<file path="config.mk">
export PLATFORM = sky130hd
export DESIGN_NAME = rxq_fifo
export DESIGN_NICKNAME = d
export VERILOG_FILES = /design/src/rtl/rxq_pkg.sv /design/src/rtl/rxq_ctrl.sv /design/src/rtl/rxq_store.sv /design/src/rtl/rxq_readport.sv /design/src/rtl/rxq_flags.sv /design/src/rtl/rxq_fifo.sv
export SDC_FILE = /design/constraint.sdc
export NUM_CORES = 1
export LEC_CHECK = 0
export BUFFER_PORTS_ARGS = -buffer_cell sky130_fd_sc_hd__buf_2
export CAP_MARGIN = 20
export CORE_MARGIN = 5
export CORE_UTILIZATION = 35
export DETAILED_ROUTE_END_ITERATION = 16
export GPL_ROUTABILITY_DRIVEN = 0
export HOLD_SLACK_MARGIN = 0.12
export MAX_ROUTING_LAYER = met4
export PLACE_DENSITY_LB_ADDON = 0.08
export SYNTH_ARGS = -nofsm -noshare
export SYNTH_HDL_FRONTEND = slang
export SYNTH_SLANG_ARGS = --single-unit
</file>
<file path="constraint.sdc">
create_clock -name clk -period 4.5 [get_ports clk]
set_clock_uncertainty 0.1 [all_clocks]
set_input_delay 0.675 -clock clk [delete_from_list [all_inputs] [get_ports clk]]
set_output_delay 0.675 -clock clk [all_outputs]
set_load 0.005 [all_outputs]
</file>
<file path="src/rtl/rxq_pkg.sv">
package rxq_pkg;

  // What the write side does with an arriving word in a given cycle
  typedef enum logic [1:0] {
    WR_NONE    = 2'd0,
    WR_APPEND  = 2'd1,
    WR_REPLACE = 2'd2
  } wr_action_e;

endpackage

</file>
<file path="src/rtl/rxq_ctrl.sv">
module rxq_ctrl
  import rxq_pkg::*;
#(
  parameter int DEPTH = 32
) (
  input  logic                       clk,
  input  logic                       rst_n,
  input  logic                       wr_valid,
  input  logic                       rd_en,
  input  logic                       rd_sel,
  output logic                       store_en,
  output logic [$clog2(DEPTH)-1:0]   store_addr,
  output logic [$clog2(DEPTH)-1:0]   head_addr,
  output logic [$clog2(DEPTH):0]     level,
  output logic                       is_empty
);

  localparam int AW = $clog2(DEPTH);
  localparam int CW = AW + 1;

  logic [AW-1:0] wr_ptr_q, wr_ptr_d;
  logic [AW-1:0] rd_ptr_q, rd_ptr_d;
  logic [CW-1:0] level_q, level_d;
  logic          is_full;
  logic          pop;
  logic          push;
  wr_action_e    action;

  assign is_empty = (level_q == '0);
  assign is_full  = (level_q == CW'(DEPTH));

  // Only an upper-half read on a non-empty queue removes the head word
  assign pop = rd_en & rd_sel & ~is_empty;

  // A read in the same cycle frees a slot before the write is placed
  always_comb begin
    action = WR_NONE;
    if (wr_valid) begin
      if (!is_full || pop) action = WR_APPEND;
      else                 action = WR_REPLACE;
    end
  end

  assign push = (action == WR_APPEND);

  always_comb begin
    wr_ptr_d = wr_ptr_q;
    rd_ptr_d = rd_ptr_q;
    level_d  = level_q;
    if (push) wr_ptr_d = wr_ptr_q + AW'(1);
    if (pop)  rd_ptr_d = rd_ptr_q + AW'(1);
    if (push && !pop)      level_d = level_q + CW'(1);
    else if (!push && pop) level_d = level_q - CW'(1);
  end

  always_ff @(posedge clk or negedge rst_n) begin
    if (!rst_n) begin
      wr_ptr_q <= '0;
      rd_ptr_q <= '0;
      level_q  <= '0;
    end else begin
      wr_ptr_q <= wr_ptr_d;
      rd_ptr_q <= rd_ptr_d;
      level_q  <= level_d;
    end
  end

  assign store_en   = (action != WR_NONE);
  assign store_addr = (action == WR_REPLACE) ? (wr_ptr_q - AW'(1)) : wr_ptr_q;
  assign head_addr  = rd_ptr_q;
  assign level      = level_q;

endmodule

</file>
<file path="src/rtl/rxq_store.sv">
module rxq_store #(
  parameter int DEPTH  = 32,
  parameter int WORD_W = 32
) (
  input  logic                      clk,
  input  logic                      store_en,
  input  logic [$clog2(DEPTH)-1:0]  store_addr,
  input  logic [WORD_W-1:0]         store_word,
  input  logic [$clog2(DEPTH)-1:0]  head_addr,
  output logic [WORD_W-1:0]         head_word
);

  localparam int AW = $clog2(DEPTH);

  logic [WORD_W-1:0] slot_q [DEPTH];

  // One enabled register per slot; contents need no reset
  for (genvar g = 0; g < DEPTH; g++) begin : g_slot
    logic hit;
    assign hit = store_en && (store_addr == AW'(g));
    always_ff @(posedge clk) begin
      if (hit) slot_q[g] <= store_word;
    end
  end

  assign head_word = slot_q[head_addr];

endmodule

</file>
<file path="src/rtl/rxq_readport.sv">
module rxq_readport #(
  parameter int HALF_W = 16,
  parameter int WORD_W = 2 * HALF_W
) (
  input  logic              clk,
  input  logic              rst_n,
  input  logic              rd_en,
  input  logic              rd_sel,
  input  logic              is_empty,
  input  logic [WORD_W-1:0] head_word,
  output logic [HALF_W-1:0] rd_data
);

  logic [HALF_W-1:0] half_sel;
  logic [HALF_W-1:0] data_d;
  logic [HALF_W-1:0] data_q;

  assign half_sel = rd_sel ? head_word[WORD_W-1:HALF_W] : head_word[HALF_W-1:0];

  always_comb begin
    data_d = data_q;
    if (rd_en) data_d = is_empty ? '0 : half_sel;
  end

  always_ff @(posedge clk or negedge rst_n) begin
    if (!rst_n) data_q <= '0;
    else        data_q <= data_d;
  end

  assign rd_data = data_q;

endmodule

</file>
<file path="src/rtl/rxq_flags.sv">
module rxq_flags #(
  parameter int DEPTH = 32
) (
  input  logic [$clog2(DEPTH):0] level,
  output logic                   data_ready_n,
  output logic                   half_full_n,
  output logic                   full_n
);

  localparam int CW        = $clog2(DEPTH) + 1;
  localparam int HALF_MARK = DEPTH / 2;

  assign data_ready_n = (level == '0);
  assign half_full_n  = !(level >= CW'(HALF_MARK));
  assign full_n       = !(level == CW'(DEPTH));

endmodule

</file>
<file path="src/rtl/rxq_fifo.sv">
module rxq_fifo #(
  parameter int DEPTH  = 32,
  parameter int HALF_W = 16,
  parameter int WORD_W = 2 * HALF_W
) (
  input  logic              clk,
  input  logic              rst_n,
  input  logic              wr_valid,
  input  logic [WORD_W-1:0] wr_word,
  input  logic              rd_en,
  input  logic              rd_sel,
  output logic [HALF_W-1:0] rd_data,
  output logic              data_ready_n,
  output logic              half_full_n,
  output logic              full_n
);

  localparam int AW = $clog2(DEPTH);

  logic              store_en;
  logic [AW-1:0]     store_addr;
  logic [AW-1:0]     head_addr;
  logic [AW:0]       level;
  logic              is_empty;
  logic [WORD_W-1:0] head_word;

  rxq_ctrl #(.DEPTH(DEPTH)) u_ctrl (
    .clk        (clk),
    .rst_n      (rst_n),
    .wr_valid   (wr_valid),
    .rd_en      (rd_en),
    .rd_sel     (rd_sel),
    .store_en   (store_en),
    .store_addr (store_addr),
    .head_addr  (head_addr),
    .level      (level),
    .is_empty   (is_empty)
  );

  rxq_store #(.DEPTH(DEPTH), .WORD_W(WORD_W)) u_store (
    .clk        (clk),
    .store_en   (store_en),
    .store_addr (store_addr),
    .store_word (wr_word),
    .head_addr  (head_addr),
    .head_word  (head_word)
  );

  rxq_readport #(.HALF_W(HALF_W), .WORD_W(WORD_W)) u_rdp (
    .clk       (clk),
    .rst_n     (rst_n),
    .rd_en     (rd_en),
    .rd_sel    (rd_sel),
    .is_empty  (is_empty),
    .head_word (head_word),
    .rd_data   (rd_data)
  );

  rxq_flags #(.DEPTH(DEPTH)) u_flags (
    .level        (level),
    .data_ready_n (data_ready_n),
    .half_full_n  (half_full_n),
    .full_n       (full_n)
  );

endmodule

</file>
==> flow_summary_export.csv <==
group,metric,value,unit
layout,final_util,0.406,
critical_path,worst_path_largest_cell_delay,760,ps
synth,ys_seq_area_frac,0.765,
drt,routed_wl,116000,um
critical_path,endpoint,"u_store.slot_q[22][29]",
critical_path,crit_fanout,15,
synth,synth_area_leader_cell,"edfxtp_1",
layout,drive_above_1_share,0.276,
synth,syn_nets,2016,
critical_path,cp.arrival,4110,ps
synth,synth_top_flop_cell,"edfxtp_1",
placed_design,dp_hpwl,70800,um
critical_path,cp-start-kind,"register",
timing,rsz0062_at_grt,"false",
critical_path,path_cells,"inv_1 > ha_1 > nor3b_1 > xnor2_1 > nor3_1 > o21ai_1 > a21oi_4 > buf_4",
power,ir_worst_vdd,325,uV
grt,gr-usage-all-layers,0.190,
critical_path,reg2reg_from,"u_ctrl.wr_ptr_q[0]",
critical_path,end_kind,"register",
critical_path,rr_endpoint,"u_store.slot_q[22][29]",
drt,routedWlPerCell,30.8,um
timing,setup_slack,674,ps
layout,multiInputGateArea,9270,um2
floorplanning,start_util,0.351,
grt,gr-total-overflow,0,
layout,syn_to_final_growth,15.8,%
synth,syn_area,41200,um2
drt,drc,0,
outcome,status,"completed",
placed_design,numPortBuffers,55,
synth,synthTopCellsByArea,"edfxtp_1 (75%), mux4_2 (10%), mux2i_1 (3.2%)",
synth,synthDominantCellAreaShare,0.746,
synth,syn_area_per_cell,20.9,um2
power,power_density,628,nW/um2
timing,slew_violations,0,
synth,yosysUniqueCellTypes,49,
layout,final_cell_count_no_fill,3753,
critical_path,critPathSlowestCell,"a21oi_4",
clock_tree,cts-buffers-inserted,113,
power,p_int,20.6,mW
layout,regArea,31600,um2
layout,fillers,10300,
timing,fin_setup_tns,0,ps
grt,grt_first_pass_wirelength,164000,um
layout,finalNetCount,2164,
synth,syn_inst,1970,
power,p_sw_frac,0.314,
drt,via_per_inst,5.40,
floorplanning,core,117000,um2
power,comb_power_share,0.281,
timing,finalSetupViolations,0,
clock_tree,tritoncts,"built",
min_path,hold_class,"register to register",
critical_path,critPathLaunch,"u_ctrl.wr_ptr_q[0]",
grt,grt_max_degree,68,
grt,grt_pass1_vias,21200,
timing,worst_slew_margin_rel,0.230,
placed_design,placedCellCount,3538,
clock_tree,path_clk_slew,60,ps
synth,yosysWarnings,0,
clock_tree,clockRootBuffer,"clkbuf_16",
floorplanning,die_width,353,um
grt,antenna_found_initial,3,
clock_tree,cts_sinks,1056,
timing,period_share,0.850,
job,maxCapViolCount,0,
floorplanning,die_h,353,um
drt,ant_nets,0,
critical_path,crit_type,"register to register",
synth,synth.most_common_cell,"edfxtp_1",
timing,hold_viol,0,
timing,max_freq,0.261,GHz
timing,worstMarginPinSlew,1160,ps
floorplanning,fp-row-count,126,
power,power_leakage,15.3,nW
power,sequentialPowerShare,0.408,
drt,via_count,20300,
placed_design,dp_slack,768,ps
synth,async_reset_ff_frac,0.0303,
critical_path,worst_ep_required_time,4780,ps
clock_tree,clockBufferDepth,3,
synth,yosys-top-cells-count,"edfxtp_1 (1024), mux4_2 (192), mux2i_1 (132), mux2_2 (62), nand2_1 (51)",
clock_tree,htreeDepth,3,
power,power.clock.fraction,0.310,
drt,drt-initial-drc-count,1589,
power,p_sw,9.42,mW
drt,drtPass1Iterations,5,
floorplanning,ioPinCount,56,
synth,synth_seq_cells,1056,
synth,synth_edf_count,1024,
critical_path,ff2ff_path_depth,8,
clock_tree,worstSkewPairLatency,690,ps
timing,fin_crit,3830,ps
floorplanning,dieArea,125000,um2
critical_path,rrSetupSlack,670,ps
[timing repair]
item	in CTS	in global routing
hold buffers	1	0
gates resized for setup	0	0
endpoints found under the hold margin	32	0
buffers inserted	0	0
[routing by layer]
metal,wire length [um],up-vias,GRT usage,part of all wire
li1,-,8524,-,-
met1,54100,11100,0.271,0.47
met2,53800,537,0.290,0.47
met3,5890,127,0.0310,0.051
met4,1890,0,0.0395,0.016
met5,0,-,-,0
[cells in the final DEF (no fill, tap or decap), types with 28 or more instances in the layout]
master / count
mux2i_1: 132
a211o_1: 29
nor2_1: 33
o211ai_1: 35
o22ai_1: 30
clkbuf_16: 114
o2111ai_1: 29
mux2_2: 62
nand2_1: 51
buf_2: 55
mux4_2: 192
buf_4: 76
edfxtp_1: 1024
clkbuf_1: 28
[power by group through the flow]
| stage | registers (mW) | clock network (mW) | logic, mW |
|---|---|---|---|
| after floorplan | 12.0 | 0 | 5.60 |
| after global placement | 12.4 | 0 | 8.59 |
| after detailed placement | 12.5 | 0 | 8.59 |
| after CTS | 12.3 | 9.56 | 8.62 |
| after global routing | 12.3 | 10.0 | 8.99 |
| final | 12.2 | 9.31 | 8.44 |
[critical path: cells and delay by family (launching register included)]
| family | cells | cell delay, ps |
|---|---|---|
| flops | 1 | 520 |
| xor+xnor | 1 | 210 |
| fa+ha+maj | 1 | 270 |
| simple gates | 2 | 730 |
| buf+inv | 2 | 560 |
| compound gates | 2 | 1090 |
[logic make-up (layout without fill, tap and decap cells)]
group	Yosys count	count (layout)	synth area share
adder cells (fa/ha/maj)	9	9	0.00291
XOR/XNOR	15	15	0.00319
AND/OR/NAND/NOR	178	178	0.0208
flip-flops	1056	1056	0.765
other	0	2	0
buffers and inverters	125	370	0.0176
multiplexers	386	386	0.154
AO/OA/AOI/OAI	201	201	0.0363
[layout make-up]
cell class,instances,area share
timing repair buffer,150,0.0256
antenna,2,0.000105
clock inverter,66,0.0148
tap,1536,0.0403
multi-input combinational,789,0.194
inverter,8,0.000629
clock buffer,146,0.0631
sequential,1056,0.661
[through the flow]
step	instance area (um2)	power, mW	hold slack [ps]
floorplan	41200	17.6	279
global placement	43900	21.0	391
detailed placement	44000	21.0	387
CTS	47700	30.4	390
global route	47700	31.3	428
finish	47700	30.0	396
[worst min path at each step]
stage / start / endpoint / slack, ps / cells after the start
floorplan: rst_n / u_ctrl.head_addr[0] / 280 / 0
global placement: u_ctrl.level[5] / u_ctrl.level[5] / 390 / 1
detailed placement: u_ctrl.level[5] / u_ctrl.level[5] / 390 / 1
CTS: wr_word[15] / u_store.slot_q[6][15] / 390 / 1
global route: u_ctrl.level[5] / u_ctrl.level[5] / 430 / 1
finish: u_ctrl.level[5] / u_ctrl.level[5] / 400 / 1
[state kept, by name, summed over array words and instances, names as in the netlist]
signal	count
u_ctrl.head_addr	5
u_ctrl.level	6
u_ctrl.wr_ptr_q	5
u_rdp.rd_data	16
u_store.slot_q	1024
Note: power is estimated with default switching activity, not from simulation.
